$ cat config.mk
export PLATFORM = sky130hd
export DESIGN_NAME = apb_interval_timer
export DESIGN_NICKNAME = d
export VERILOG_FILES = /design/src/rtl/tmr_pkg.sv /design/src/rtl/tmr_tick_sync.sv /design/src/rtl/tmr_chan.sv /design/src/rtl/apb_interval_timer.sv
export SDC_FILE = /design/constraint.sdc
export NUM_CORES = 1
export LEC_CHECK = 0
export BUFFER_PORTS_ARGS = -buffer_cell sky130_fd_sc_hd__buf_4
export CORE_ASPECT_RATIO = 0.75
export CORE_MARGIN = 2
export CORE_UTILIZATION = 45
export DETAILED_ROUTE_END_ITERATION = 8
export PLACE_DENSITY_LB_ADDON = 0.15
export SLEW_MARGIN = 20
export SYNTH_ARGS = -nofsm -noshare
export SYNTH_HDL_FRONTEND = slang
export SYNTH_HIERARCHICAL = 1
export SYNTH_SLANG_ARGS = --single-unit
$ cat constraint.sdc
create_clock -name pclk -period 4.1 [get_ports pclk]
set_input_delay 0.41 -clock pclk [delete_from_list [all_inputs] [get_ports pclk]]
set_output_delay 0.41 -clock pclk [all_outputs]
set_load 0.02 [all_outputs]
$ cat src/rtl/tmr_pkg.sv
package tmr_pkg;
  localparam int DW        = 32;
  localparam int LANES     = 4;
  localparam int OFF_ID    = 'h00;
  localparam int OFF_CFG   = 'h10;
  localparam int OFF_IEN   = 'h14;
  localparam int OFF_IST   = 'h18;
  localparam int OFF_CHEN  = 'h1C;
  localparam int OFF_CHB   = 'h20;
  localparam int CH_STRIDE = 'h10;
  localparam int OFF_CTL   = 'h0;
  localparam int OFF_REL   = 'h4;
  localparam int OFF_CNT   = 'h8;

  typedef enum logic [2:0] {
    MODE_OFF = 3'd0,
    MODE_W32 = 3'd1,
    MODE_W16 = 3'd2,
    MODE_W8  = 3'd3
  } mode_e;
endpackage

$ cat src/rtl/tmr_tick_sync.sv
module tmr_tick_sync (
  input  logic clk,
  input  logic rst_n,
  input  logic tick_async,
  output logic tick_pulse
);
  logic meta_q, sync_q, last_q;

  always_ff @(posedge clk or negedge rst_n) begin
    if (!rst_n) begin
      meta_q <= 1'b0;
      sync_q <= 1'b0;
      last_q <= 1'b0;
    end else begin
      meta_q <= tick_async;
      sync_q <= meta_q;
      last_q <= sync_q;
    end
  end

  assign tick_pulse = sync_q & ~last_q;
endmodule

$ cat src/rtl/tmr_chan.sv
module tmr_chan import tmr_pkg::*; (
  input  logic             clk,
  input  logic             rst_n,
  input  logic [3:0]       ctrl,
  input  logic [DW-1:0]    reload,
  input  logic [LANES-1:0] en,
  input  logic             ext_pulse,
  output logic [DW-1:0]    cnt,
  output logic [LANES-1:0] expire
);
  logic [DW-1:0]    cnt_q, cnt_d;
  logic [LANES-1:0] en_d_q, exp_d;
  logic             tick;
  mode_e            mode;

  assign tick = ctrl[3] ? 1'b1 : ext_pulse;
  assign mode = mode_e'(ctrl[2:0]);

  always_comb begin
    cnt_d = cnt_q;
    exp_d = '0;
    unique case (mode)
      MODE_W32: begin
        if (en[0] && !en_d_q[0]) cnt_d = reload;
        else if (en[0] && tick) begin
          if (cnt_q == '0) begin
            cnt_d    = reload;
            exp_d[0] = 1'b1;
          end else cnt_d = cnt_q - 1'b1;
        end
      end
      MODE_W16: begin
        for (int t = 0; t < 2; t++) begin
          if (en[t] && !en_d_q[t]) cnt_d[t*16 +: 16] = reload[t*16 +: 16];
          else if (en[t] && tick) begin
            if (cnt_q[t*16 +: 16] == '0) begin
              cnt_d[t*16 +: 16] = reload[t*16 +: 16];
              exp_d[t]          = 1'b1;
            end else cnt_d[t*16 +: 16] = cnt_q[t*16 +: 16] - 1'b1;
          end
        end
      end
      MODE_W8: begin
        for (int t = 0; t < LANES; t++) begin
          if (en[t] && !en_d_q[t]) cnt_d[t*8 +: 8] = reload[t*8 +: 8];
          else if (en[t] && tick) begin
            if (cnt_q[t*8 +: 8] == '0) begin
              cnt_d[t*8 +: 8] = reload[t*8 +: 8];
              exp_d[t]        = 1'b1;
            end else cnt_d[t*8 +: 8] = cnt_q[t*8 +: 8] - 1'b1;
          end
        end
      end
      default: ;
    endcase
  end

  always_ff @(posedge clk or negedge rst_n) begin
    if (!rst_n) begin
      cnt_q  <= '0;
      en_d_q <= '0;
    end else begin
      cnt_q  <= cnt_d;
      en_d_q <= en;
    end
  end

  assign cnt    = cnt_q;
  assign expire = exp_d;
endmodule

$ cat src/rtl/apb_interval_timer.sv
module apb_interval_timer import tmr_pkg::*; #(
  parameter int          NUM_CH   = 2,
  parameter int          ADDR_W   = 8,
  parameter logic [31:0] ID_VALUE = 32'h5449_0102
) (
  input  logic              pclk,
  input  logic              presetn,
  input  logic              psel,
  input  logic              penable,
  input  logic              pwrite,
  input  logic [ADDR_W-1:0] paddr,
  input  logic [DW-1:0]     pwdata,
  output logic [DW-1:0]     prdata,
  input  logic              ext_tick,
  output logic              irq
);
  localparam int          FW        = NUM_CH * LANES;
  localparam logic [31:0] CFG_VALUE = 32'((LANES << 4) | NUM_CH);

  logic [FW-1:0]                ien_q, ist_q, chen_q, ist_d, expire_all;
  logic [NUM_CH-1:0][3:0]       ctrl_q;
  logic [NUM_CH-1:0][DW-1:0]    rel_q, ch_cnt;
  logic [NUM_CH-1:0]            ctl_we, rel_we;
  logic                         wr, ien_we, ist_we, chen_we, ext_pulse;

  assign wr      = psel & penable & pwrite;
  assign ien_we  = wr && (paddr == ADDR_W'(OFF_IEN));
  assign ist_we  = wr && (paddr == ADDR_W'(OFF_IST));
  assign chen_we = wr && (paddr == ADDR_W'(OFF_CHEN));

  always_comb begin
    for (int c = 0; c < NUM_CH; c++) begin
      ctl_we[c] = wr && (paddr == ADDR_W'(OFF_CHB + c*CH_STRIDE + OFF_CTL));
      rel_we[c] = wr && (paddr == ADDR_W'(OFF_CHB + c*CH_STRIDE + OFF_REL));
    end
  end

  // expiry in the same cycle as a clear keeps the flag
  assign ist_d = (ist_q & ~(ist_we ? pwdata[FW-1:0] : '0)) | expire_all;

  always_ff @(posedge pclk or negedge presetn) begin
    if (!presetn) begin
      ien_q  <= '0;
      ist_q  <= '0;
      chen_q <= '0;
      ctrl_q <= '0;
      rel_q  <= '0;
    end else begin
      ist_q <= ist_d;
      if (ien_we)  ien_q  <= pwdata[FW-1:0];
      if (chen_we) chen_q <= pwdata[FW-1:0];
      for (int c = 0; c < NUM_CH; c++) begin
        if (ctl_we[c]) ctrl_q[c] <= pwdata[3:0];
        if (rel_we[c]) rel_q[c]  <= pwdata;
      end
    end
  end

  tmr_tick_sync u_sync (
    .clk        (pclk),
    .rst_n      (presetn),
    .tick_async (ext_tick),
    .tick_pulse (ext_pulse)
  );

  for (genvar c = 0; c < NUM_CH; c++) begin : g_ch
    tmr_chan u_chan (
      .clk       (pclk),
      .rst_n     (presetn),
      .ctrl      (ctrl_q[c]),
      .reload    (rel_q[c]),
      .en        (chen_q[c*LANES +: LANES]),
      .ext_pulse (ext_pulse),
      .cnt       (ch_cnt[c]),
      .expire    (expire_all[c*LANES +: LANES])
    );
  end

  always_comb begin
    prdata = '0;
    if (paddr == ADDR_W'(OFF_ID))   prdata = ID_VALUE;
    if (paddr == ADDR_W'(OFF_CFG))  prdata = CFG_VALUE;
    if (paddr == ADDR_W'(OFF_IEN))  prdata = DW'(ien_q);
    if (paddr == ADDR_W'(OFF_IST))  prdata = DW'(ist_q);
    if (paddr == ADDR_W'(OFF_CHEN)) prdata = DW'(chen_q);
    for (int c = 0; c < NUM_CH; c++) begin
      if (paddr == ADDR_W'(OFF_CHB + c*CH_STRIDE + OFF_CTL)) prdata = DW'(ctrl_q[c]);
      if (paddr == ADDR_W'(OFF_CHB + c*CH_STRIDE + OFF_REL)) prdata = rel_q[c];
      if (paddr == ADDR_W'(OFF_CHB + c*CH_STRIDE + OFF_CNT)) prdata = ch_cnt[c];
    end
  end

  assign irq = |(ist_q & ien_q);
endmodule

# Word level (Yosys, flattened, before mapping)
# Cells that the tools add are included.
totals:
  regBits: 171
  mem_bits_rw: 0
  wordCells: 235
  rom_bits: 0
  latch_bits: 0
  out_inout_bits: 33
  mem_count: 0
  input_bits: 46
op_classes:
  n_eq_ne: 30
  bitwise_logic: 8
  order_cmp: 0
  n_addsub: 14
  mux: 106
  shift: 0
  reduce_logical: 57
  n_mul: 0
  div_mod_pow: 0
ops:
  columns: ["op", "n"]
  rows:
  - ["32-bit 2-to-1 mux", 15]
  - ["8-bit 2-to-1 mux", 25]
  - ["16-bit 2-to-1 mux", 12]
  - ["32-bit case mux with 3 select lines", 2]
  - ["8-bit zero test", 9]
  - ["16-bit zero test", 4]
  - ["32-bit zero test", 2]
  - ["16-bit by 1-bit subtractor with 16-bit output (second input constant)", 4]
  - ["32-bit by 1-bit subtractor with 32-bit output (second input constant)", 2]
  - ["8-bit by 1-bit subtractor with 8-bit output (second input constant)", 8]
  - ["31-bit 2-to-1 mux", 2]
  - ["8-bit by 6-bit == test with 1-bit output (second input constant)", 6]
  - ["1-bit 2-to-1 mux", 44]
  - ["3-bit by 1-bit != test with 1-bit output (second input constant)", 14]
  - ["8-bit by 5-bit == test with 1-bit output (second input constant)", 4]
  - ["4-bit AND reduction", 8]
  - ["1-bit logical AND", 23]
  - ["8-bit AND", 2]
  - ["3-bit by 2-bit == test with 1-bit output (second input constant)", 4]
  - ["1-bit zero test", 8]
  - ["8-bit inverter", 1]
  - ["8-bit OR", 1]
  - ["8-bit OR reduction", 1]
  - ["3-bit by 1-bit == test with 1-bit output (second input constant)", 2]
  - ["6 further kinds", 12]

# Longest topological paths before layout
# Gate-level depths: netlist of run 1.
depth:
  depth_word: 12
  depth_mapped: 11
  depth_no_buf: 9

# Cells and area by module
# Netlist of run 1, hierarchy kept.
modules_own_cells:
  columns: ["module", "cells_each", "seq_area_each_um2", "n_inst", "area_each_um2"]
  rows:
  - ["apb_interval_timer", 458, 2402.3, 1, 5355.1]
  - ["tmr_chan at g_ch[0].u_chan", 461, 900.9, 1, 3671.0]
  - ["tmr_chan at g_ch[1].u_chan", 443, 900.9, 1, 3468.3]
  - ["tmr_tick_sync", 4, 75.1, 1, 88.8]

# Worst setup path after synthesis of run 1
# Ideal clock, no wire load.
synth_path:
  path_kind: "register to register"
  startpoint: "register g_ch[0].u_chan.cnt_q[24]"
  endpoint: "register g_ch[0].u_chan.cnt_q[21]"
  stages_incl_launch_ff: 10
  setup_time_ns: 0.121
  period_less_slack_ns: 2.651
  setup_slack_ns: 1.449
  path_buffers: 1
  required_ns: 3.979
  t_arrival_ns: 2.530
  cell_sequence: "dfrtp_1 > clkbuf_1 > inv_1 > ha_1 > nor4b_2 > a41oi_1 > nor2_1 > a211oi_1 > mux2_2 > o22a_1"
synth_via:
  elab_chain_cells: 5
  elab_cells_between_ends: 9
  cone_classes: "mux (7); reduce/logical (2)"
synth_lines:
  columns: ["element", "line_no", "text"]
  rows:
  - ["start: declaration", "tmr_chan.sv:11", "logic [DW-1:0] cnt_q, cnt_d;"]
  - ["start signal: assignment", "tmr_chan.sv:63", "cnt_q <= cnt_d;"]
  - ["32-bit zero test / 16-bit zero test (equally long branches)", "tmr_chan.sv:26, tmr_chan.sv:36", null]
  - ["32-bit 2-to-1 mux / 16-bit 2-to-1 mux (equally long branches)", "tmr_chan.sv:26, tmr_chan.sv:36", null]
  - ["32-bit 2-to-1 mux / 16-bit 2-to-1 mux (equally long branches)", "tmr_chan.sv:25, tmr_chan.sv:35", null]
  - ["32-bit 2-to-1 mux / 16-bit 2-to-1 mux (equally long branches)", "tmr_chan.sv:24, tmr_chan.sv:34", null]
  - ["32-bit case mux with 3 select lines (*)", "tmr_chan.sv:22", "unique case (mode)"]
# Mark *: on every way between the ends. The rest lies on a longest branch, timed or not. The select of a mux whose other input is x is not followed.
# A chain may end at the register's enable or synchronous reset.

# Worst setup path in the final report of run 1
layout_path:
  startpoint: "register g_ch[1].u_chan.cnt_q[24]"
  endpoint: "register g_ch[1].u_chan.cnt_q[15]"
layout_via:
  elab_chain_cells: 5
layout_lines:
  columns: ["element", "line_no", "text"]
  rows:
  - ["start: declaration", "tmr_chan.sv:11", null]
  - ["start signal: assignment", "tmr_chan.sv:63", null]
  - ["32-bit zero test", "tmr_chan.sv:26", "if (cnt_q == '0) begin"]
  - ["32-bit 2-to-1 mux", "tmr_chan.sv:26", null]
  - ["32-bit 2-to-1 mux", "tmr_chan.sv:25", "else if (en[0] && tick) begin"]
  - ["32-bit 2-to-1 mux", "tmr_chan.sv:24", "if (en[0] && !en_d_q[0]) cnt_d = reload;"]
  - ["32-bit case mux with 3 select lines", "tmr_chan.sv:22", null]
# No other way between the ends. The select of a mux whose other input is x is not followed.

==> results of run 1 <==
cell type report:
cell class,count,area share (%)
well taps,351,3.15
clock inverters,12,1.09
inverters,35,0.941
repair buffers,100,5.58
clock buffers,20,3.27
flip-flops and latches,171,30.7
multi-input cells,1071,55.3
synthesized netlist by cell type (13+ instances only):
cell and instances:
dfrtp_1 171, nand2_1 96, o21ai_0 88, nor2_1 76
a21oi_1 69, mux2_2 58, nor3_1 47, a22oi_1 46
nand3_1 46, clkbuf_1 38, inv_1 35, buf_2 30
mux2_4 30, a22o_1 26, a31oi_1 22, nand2b_1 22
or3_1 22, nor4_1 20, o22ai_1 19, mux2i_1 18
o211ai_1 16, a21o_1 13, a2bb2oi_1 13, and3_1 13
worst max-delay path, stage by stage (launching register included):
cell and delay [ns]:
dfrtp_1 0.46, inv_1 0.20, ha_1 0.30, nor4b_1 0.45, nand4_2 0.31, o21ai_4 0.60, nand2_1 0.40, a221oi_1 0.39
o22ai_1 0.13
where the power goes:
part | leakage, nW | switching (W) | total (W) | internal (W)
combinational | 3.47 | 0.00115 | 0.00182 | 0.000667
sequential | 2.37 | 0.0000912 | 0.00182 | 0.00173
clock | 0.299 | 0.000766 | 0.00172 | 0.000952
routing by layer:
metal	wire length (um)	part of all wire (%)	track usage [%]	vias to the layer above
met5	0	0	0	-
met2	18200	42	43.2	629
met3	4100	9.5	6.58	46
li1	-	-	-	5372
met4	702	1.6	7.03	0
met1	19900	46	45.1	5949
cells by family after synthesis:
| kind of cell | share of synthesized area (%) |
|---|---|
| compound gates | 26.1 |
| mux | 10.9 |
| fa+ha+maj | 1.19 |
| flops | 34.0 |
| xor+xnor | 0.905 |
| buf+inv | 4.80 |
| simple gates | 22.0 |
state kept, by name (all words and copies together) (netlist names):
register	cells
g_ch.u_chan/cnt	64
chen_q	8
rel_q	64
ien_q	8
ist_q	8
u_sync/sync_q	1
ctrl_q	8
g_ch.u_chan/en_d_q	8
u_sync/meta_q	1
u_sync/last_q	1
how the worst min path moves through the flow:
stage and to:
5_1_grt u_sync/meta_q$_DFF_PN0_, 4_1_cts u_sync/meta_q$_DFF_PN0_, 3_5_place_dp u_sync/sync_q$_DFF_PN0_, 3_3_place_gp u_sync/sync_q$_DFF_PN0_, 2_1_floorplan chen_q[0]$_DFFE_PN0P_, 6_report rel_q[48]$_DFFE_PN0P_
metrics by stage:
step	power [W]	hold WS (ns)
after floorplan	0.00313	0.114
after global placement	0.00364	0.338
after global routing	0.00564	0.0319
after detailed placement	0.00361	0.337
after CTS	0.00535	0.0373
final	0.00536	0.0357
==> metrics.md, run 1 <==
| Metric | Value |
|---|---|
| Crit path launch | g_ch[1].u_chan/cnt[24]$_DFFE_PN0P_ |
| Fillcell total | 2,530 |
| Initial drt markers | ~1,600 |
| Area of the multi-input gates | slightly below 8000 um^2 |
| Fin cells | 1,760 |
| Critical Path RT | 4.43 ns |
| Design area | 14,000 um^2 |
| Synthesized flop and latch total | about 170 |
| Core ar. | 27,300 um^2 |
| Largest net degree at the start of global routing | 94 |
| Layout cells sized above 1 | 20.1% |
| First-pass GRT wire length | 67,200 um |
| Reg-to-reg setup timing slack | 0.72 ns |
| Ys flop type | dfrtp_1 |
| Number of synthesized flops with an enable pin | 0 |
| Antenna-violating nets left | 0 |
| Dpl hpwl | 31,200 um |
| Fin crit share | between 80 and 90% |
| Dpl cells | 1,728 |
| I/O pins | 79 |
| RSZ-0062 raised after global routing | false |
| Syn Nets | 1,424 |
| Initial antenna violation count | 2 |
| Setup ws final | 0.721 ns |
| Post-synth top area cell | dfrtp_1 |
| Pins Over Slew Limit | 0 |
| Chip height | 149 um |
| Hold crit path type | in -> async |
| Initial Util | 46.2% |
| P_leak | just over 6 nW |
| Share of the synthesized area in the top cell type | 34.0% |
| Fin util | 51.2% |
| TritonCTS Sinks | 171 |
| Num rows | 52 |
| Detailed-route DRC error count | 0 |
| Syn Std Cell Area | 12,600 um^2 |
| Slew HR | 30.5% |
| Worst-margin pin slew | 1.03 ns |
| GRT Residual Overflow | 0 |
| Critical path arrival | 3.71 ns |
| Peak supply drop | 0.290 mV |
| Startpoint types | flip-flop |
| Final Critical Period | ~3.4 ns |
| Clock insertion delay at the later pin of the skew report | 0.46 ns |
| Final setup fails | 0 |
| H-tree depth | 4 |
| Top cells by area, synth | dfrtp_1 34%, mux2_2 5.2%, mux2_4 3.6%, o21ai_0 3.5%, nand2_1 2.9% |
| Clock-pin slew on the worst setup and hold paths | approximately 0.07 ns |
| Synth Warn # | 6 |
| Async set-reset flop share out of synthesis | 100% |
| Vias in the first global route | between 10,000 and 15,000 |
| Power per cell area | 384 nW/um^2 |
| Avg WL per Cell | between 20 and 25 um |
| Final Hold Viols | 0 |
| Max-Cap Viols | 0 |
| CTS tree | done |
| Register-to-Register Path Depth | 8 |
| Gr usage total | approximately 30% |
| Critical path type | reg -> reg |
| Most common cell after layout, fill and taps aside | dfrtp_1 |
| WL final | 42,900 um |
| Die Width | 197 um |
| Critical Path End Type | flip-flop |
| Register area | 4280 um^2 |
| Area growth syn-to-layout | 10.9% |
| Most frequent cells in the layout | 171 x dfrtp_1, 97 x buf_4, 96 x nand2_1 |
| Root buffer cell | clkbuf_16 |
| Pre-CTS setup slack | ~0.8 ns |
| Die ar. | 29,300 um^2 |
| R2R Path End | g_ch[1].u_chan/cnt[15]$_DFFE_PN0P_ |
| # resized after CTS | 0 |
| Buffers on Ports | 78 |
| CP endpoint | g_ch[1].u_chan/cnt[15]$_DFFE_PN0P_ |
| Number of setup buffers added after CTS | 0 |
| Cell count after synthesis | 1,366 |
| Fmax | 296 MHz |
| Post-DP Area | 13,300 um^2 |
| Post-synthesis sequential area ratio | between 30% and 40% |
| Vias | 11,996 |
| Hold buffer count at cts | 0 |
| Skew final | 0.0101 ns |
| Setup TNS | 0 ns |
| DRT Pass-1 Iters | 6 |
| Critical R2R Launch | g_ch[1].u_chan/cnt[24]$_DFFE_PN0P_ |
| # nets final | 1,454 |
| Maximum clock path buffer count | 2 |
| CTS buffer count | 17 |
| Run status | completed |
| Distinct cells, synth | 114 |
| Crit Path Max Fanout | 17 |
| Antenna cells | 0 |
| Final RePlAce weighted congestion | 0.990 |
| Mapped Avg Cell Area | 9.21 um^2 |
| Via density | 6.82 |
Note: power is estimated with default switching activity, not from simulation.
==> run 2: changes to the inputs <==
clock period = 3.3 ns   (was 4.1 ns; I/O delays follow)
==> run 2 against run 1 <==
  * Combinational power grew 32%
  * First-iteration DRC count is 19% lower
  * Critical path depth up 1
  * Total power grew 23%
  * Core utilization up 1.2 points
  * Worst hold slack better by 0.072 ns
  * Setup slack got worse by 0.48 ns
  * Critical endpoint is now g_ch[1].u_chan/cnt[9]$_DFFE_PN0P_
  * Final cell count increased by 2.7%
  * Clock-buffer cell count is 1 lower
  * Clock skew shrank 0.0015 ns
  * Largest cell class unchanged
  * Clock power increased by 13%
  * Via count grew 0.38%
==> metrics.md, run 2 (synthesis gave the netlist of run 1 again) <==
| Metric | Value |
|---|---|
| Final RePlAce weighted congestion | 0.984 (-0.56%) |
| Most common cell after layout, fill and taps aside | dfrtp_1 |
| Via density | 6.66 (-2.3%) |
| Critical path arrival | 3.39 ns (-0.32 ns) |
| Area growth syn-to-layout | 13.5% |
| Crit Path Max Fanout | 9 (-8) |
| Core ar. | 27,300 um^2 (unchanged) |
| Worst-margin pin slew | 0.874 ns (-0.159 ns) |
| Avg WL per Cell | 24.4 um (+0.11%) |
| Detailed-route DRC error count | 0 (unchanged) |
| Initial Util | 46.2% (unchanged) |
| Clock-pin slew on the worst setup and hold paths | 0.07 ns (about the same) |
| # resized after CTS | 0 (unchanged) |
| Vias | 12,042 (+0.38%) |
| Pins Over Slew Limit | 0 (unchanged) |
| H-tree depth | 4 (unchanged) |
| CTS buffer count | 17 (unchanged) |
| I/O pins | 79 (unchanged) |
| Reg-to-reg setup timing slack | 0.24 ns (-0.48 ns) |
| Switching power | 0.00254 W (+26%) |
| Clock insertion delay at the later pin of the skew report | 0.46 ns (about the same) |
| Pre-CTS setup slack | 0.309 ns (-0.510 ns) |
| Hold crit path type | in -> reg |
| Slew HR | 41.2% (+11 points) |
| Root buffer cell | clkbuf_16 |
| Power per cell area | 462 nW/um^2 (+21%) |
| Fmax | 326 MHz (+10%) |
| Hold buffer count at cts | 2 (+2) |
| Setup TNS | 0 ns (unchanged) |
| P_leak | 6.33 nW (+3.0%) |
| Skew final | 0.00860 ns (-0.00149 ns) |
| Vias in the first global route | 11,016 (-0.091%) |
| Max-Cap Viols | 0 (unchanged) |
| Antenna cells | 0 (unchanged) |
| Chip height | 149 um (unchanged) |
| First-pass GRT wire length | 68,000 um (+1.2%) |
| Critical Path End Type | flip-flop |
| Final setup fails | 0 (unchanged) |
| Gr usage total | 30.5% (+0.61 points) |
| Hold Startpoint | pwdata[29] |
| Internal power | 0.00406 W (+21%) |
| Sw Share | 38.5% (+0.98 points) |
| Maximum clock path buffer count | 2 (unchanged) |
| TritonCTS Sinks | 171 (unchanged) |
| Initial antenna violation count | 0 (-2) |
| Most frequent cells in the layout | 171 x dfrtp_1, 141 x buf_4, 96 x nand2_1 |
| Crit path launch | g_ch[1].u_chan/cnt[24]$_DFFE_PN0P_ |
| Antenna-violating nets left | 0 (unchanged) |
| DRT Pass-1 Iters | 6 (unchanged) |
| Fin crit share | 92.8% (+10 points) |
| Die ar. | 29,300 um^2 (unchanged) |
| Worst hold slack | 0.107 ns (+0.0716 ns) |
| Critical R2R Launch | g_ch[1].u_chan/cnt[24]$_DFFE_PN0P_ |
| Run status | completed |
| Critical path type | reg -> reg |
| GRT Residual Overflow | 0 (unchanged) |
| Number of setup buffers added after CTS | 0 (unchanged) |
| Largest net degree at the start of global routing | 78 (-17%) |
| Fillcell total | 2,535 (+0.20%) |
| Critical Path RT | 3.62 ns (-0.81 ns) |
| Final Hold Viols | 0 (unchanged) |
| Num rows | 52 (unchanged) |
| Dpl hpwl | 33,300 um (+6.6%) |
| CTS tree | done |
| Setup ws final | 0.236 ns (-0.485 ns) |
| Clock network power share | 29.4% (-2.7 points) |
| Layout cells sized above 1 | 22.4% (+2.4 points) |
| WL final | 44,100 um (+2.8%) |
| Peak supply drop | 0.385 mV (+33%) |
| Final Critical Period | 3.06 ns (-0.315 ns) |
| Buffers on Ports | 78 (unchanged) |
| # nets final | 1,502 (+3.3%) |
| Startpoint types | flip-flop |
| RSZ-0062 raised after global routing | false |
| Sequential fraction of design power | 34.3% (+0.3 points) |
| Combinational Power Share | 36.4% (+2.5 points) |
| Die Width | 197 um (unchanged) |
| Initial drt markers | 1,275 (-19%) |
-- run 2: changes by cell type in the layout (fill, tap and decap cells not counted), moves of 2 or more --
cell	before	now
buf_4	97	141
inv_8	4	0
clkinv_4	1	4
clkinvlp_4	1	4
buf_12	2	4
bufinv_16	2	0
clkbuf_8	2	0
dlygate4sd3_1	0	2
inv_6	3	5
-- run 2: layout make-up --
type	count	area [um^2]	share of cell area [%]
multi-input cells	1071	7720	54.0
flip-flops and latches	171	4280	30.0
repair buffers	148	1170	8.19
well taps	351	439	3.08
clock buffers	19	433	3.03
inverters	35	131	0.920
clock inverters	13	109	0.762
-- run 2: worst paths after layout --
kind	depth (start not counted)	to
max	9	g_ch[1].u_chan/cnt[9]$_DFFE_PN0P_
min	2	rel_q[29]$_DFFE_PN0P_
max reg2reg	9	g_ch[1].u_chan/cnt[9]$_DFFE_PN0P_
min reg2reg	0	u_sync/sync_q$_DFF_PN0_
max in group asynchronous	3	rel_q[21]$_DFFE_PN0P_
min in group asynchronous	2	rel_q[51]$_DFFE_PN0P_
-- run 2: through the flow --
step | instances | cell area, um^2 | util [%] | power (W)
after floorplan | 1366 | 12600 | - | 0.00388
after global placement | 1774 | 13700 | 50.3 | 0.00462
after detailed placement | 1774 | 13700 | 50.3 | 0.00464
after CTS | 1808 | 14300 | 52.4 | 0.00658
after global routing | 1808 | 14300 | 52.4 | 0.00692
final | 1808 | 14300 | 52.4 | 0.00660
-- run 2: per-layer routing --
| layer | global-route usage [%] | vias up | routed length [um] |
|---|---|---|---|
| met4 | 7.52 | 0 | 691 |
| met1 | 46.9 | 5935 | 20900 |
| met2 | 44.3 | 585 | 18800 |
| li1 | - | 5480 | - |
| met3 | 4.75 | 42 | 3680 |
| met5 | 0 | - | 0 |
-- run 2: worst max-delay path, cell delays in order, from the launching register on --
cell and delay (ns):
dfrtp_1 0.47, inv_1 0.21, ha_1 0.29, nor4b_1 0.43, nand4_2 0.19, buf_4 0.20, o21ai_4 0.27, nand2_1 0.33
a221oi_1 0.41, o22ai_1 0.14
-- run 2: power groups by stage --
| stage | sequential, W | combinational (W) | clock [W] |
|---|---|---|---|
| after global placement | 0.00230 | 0.00232 | 0 |
| after floorplan | 0.00224 | 0.00165 | 0 |
| after CTS | 0.00226 | 0.00235 | 0.00197 |
| after global routing | 0.00227 | 0.00259 | 0.00206 |
| after detailed placement | 0.00230 | 0.00234 | 0 |
| final | 0.00226 | 0.00240 | 0.00194 |
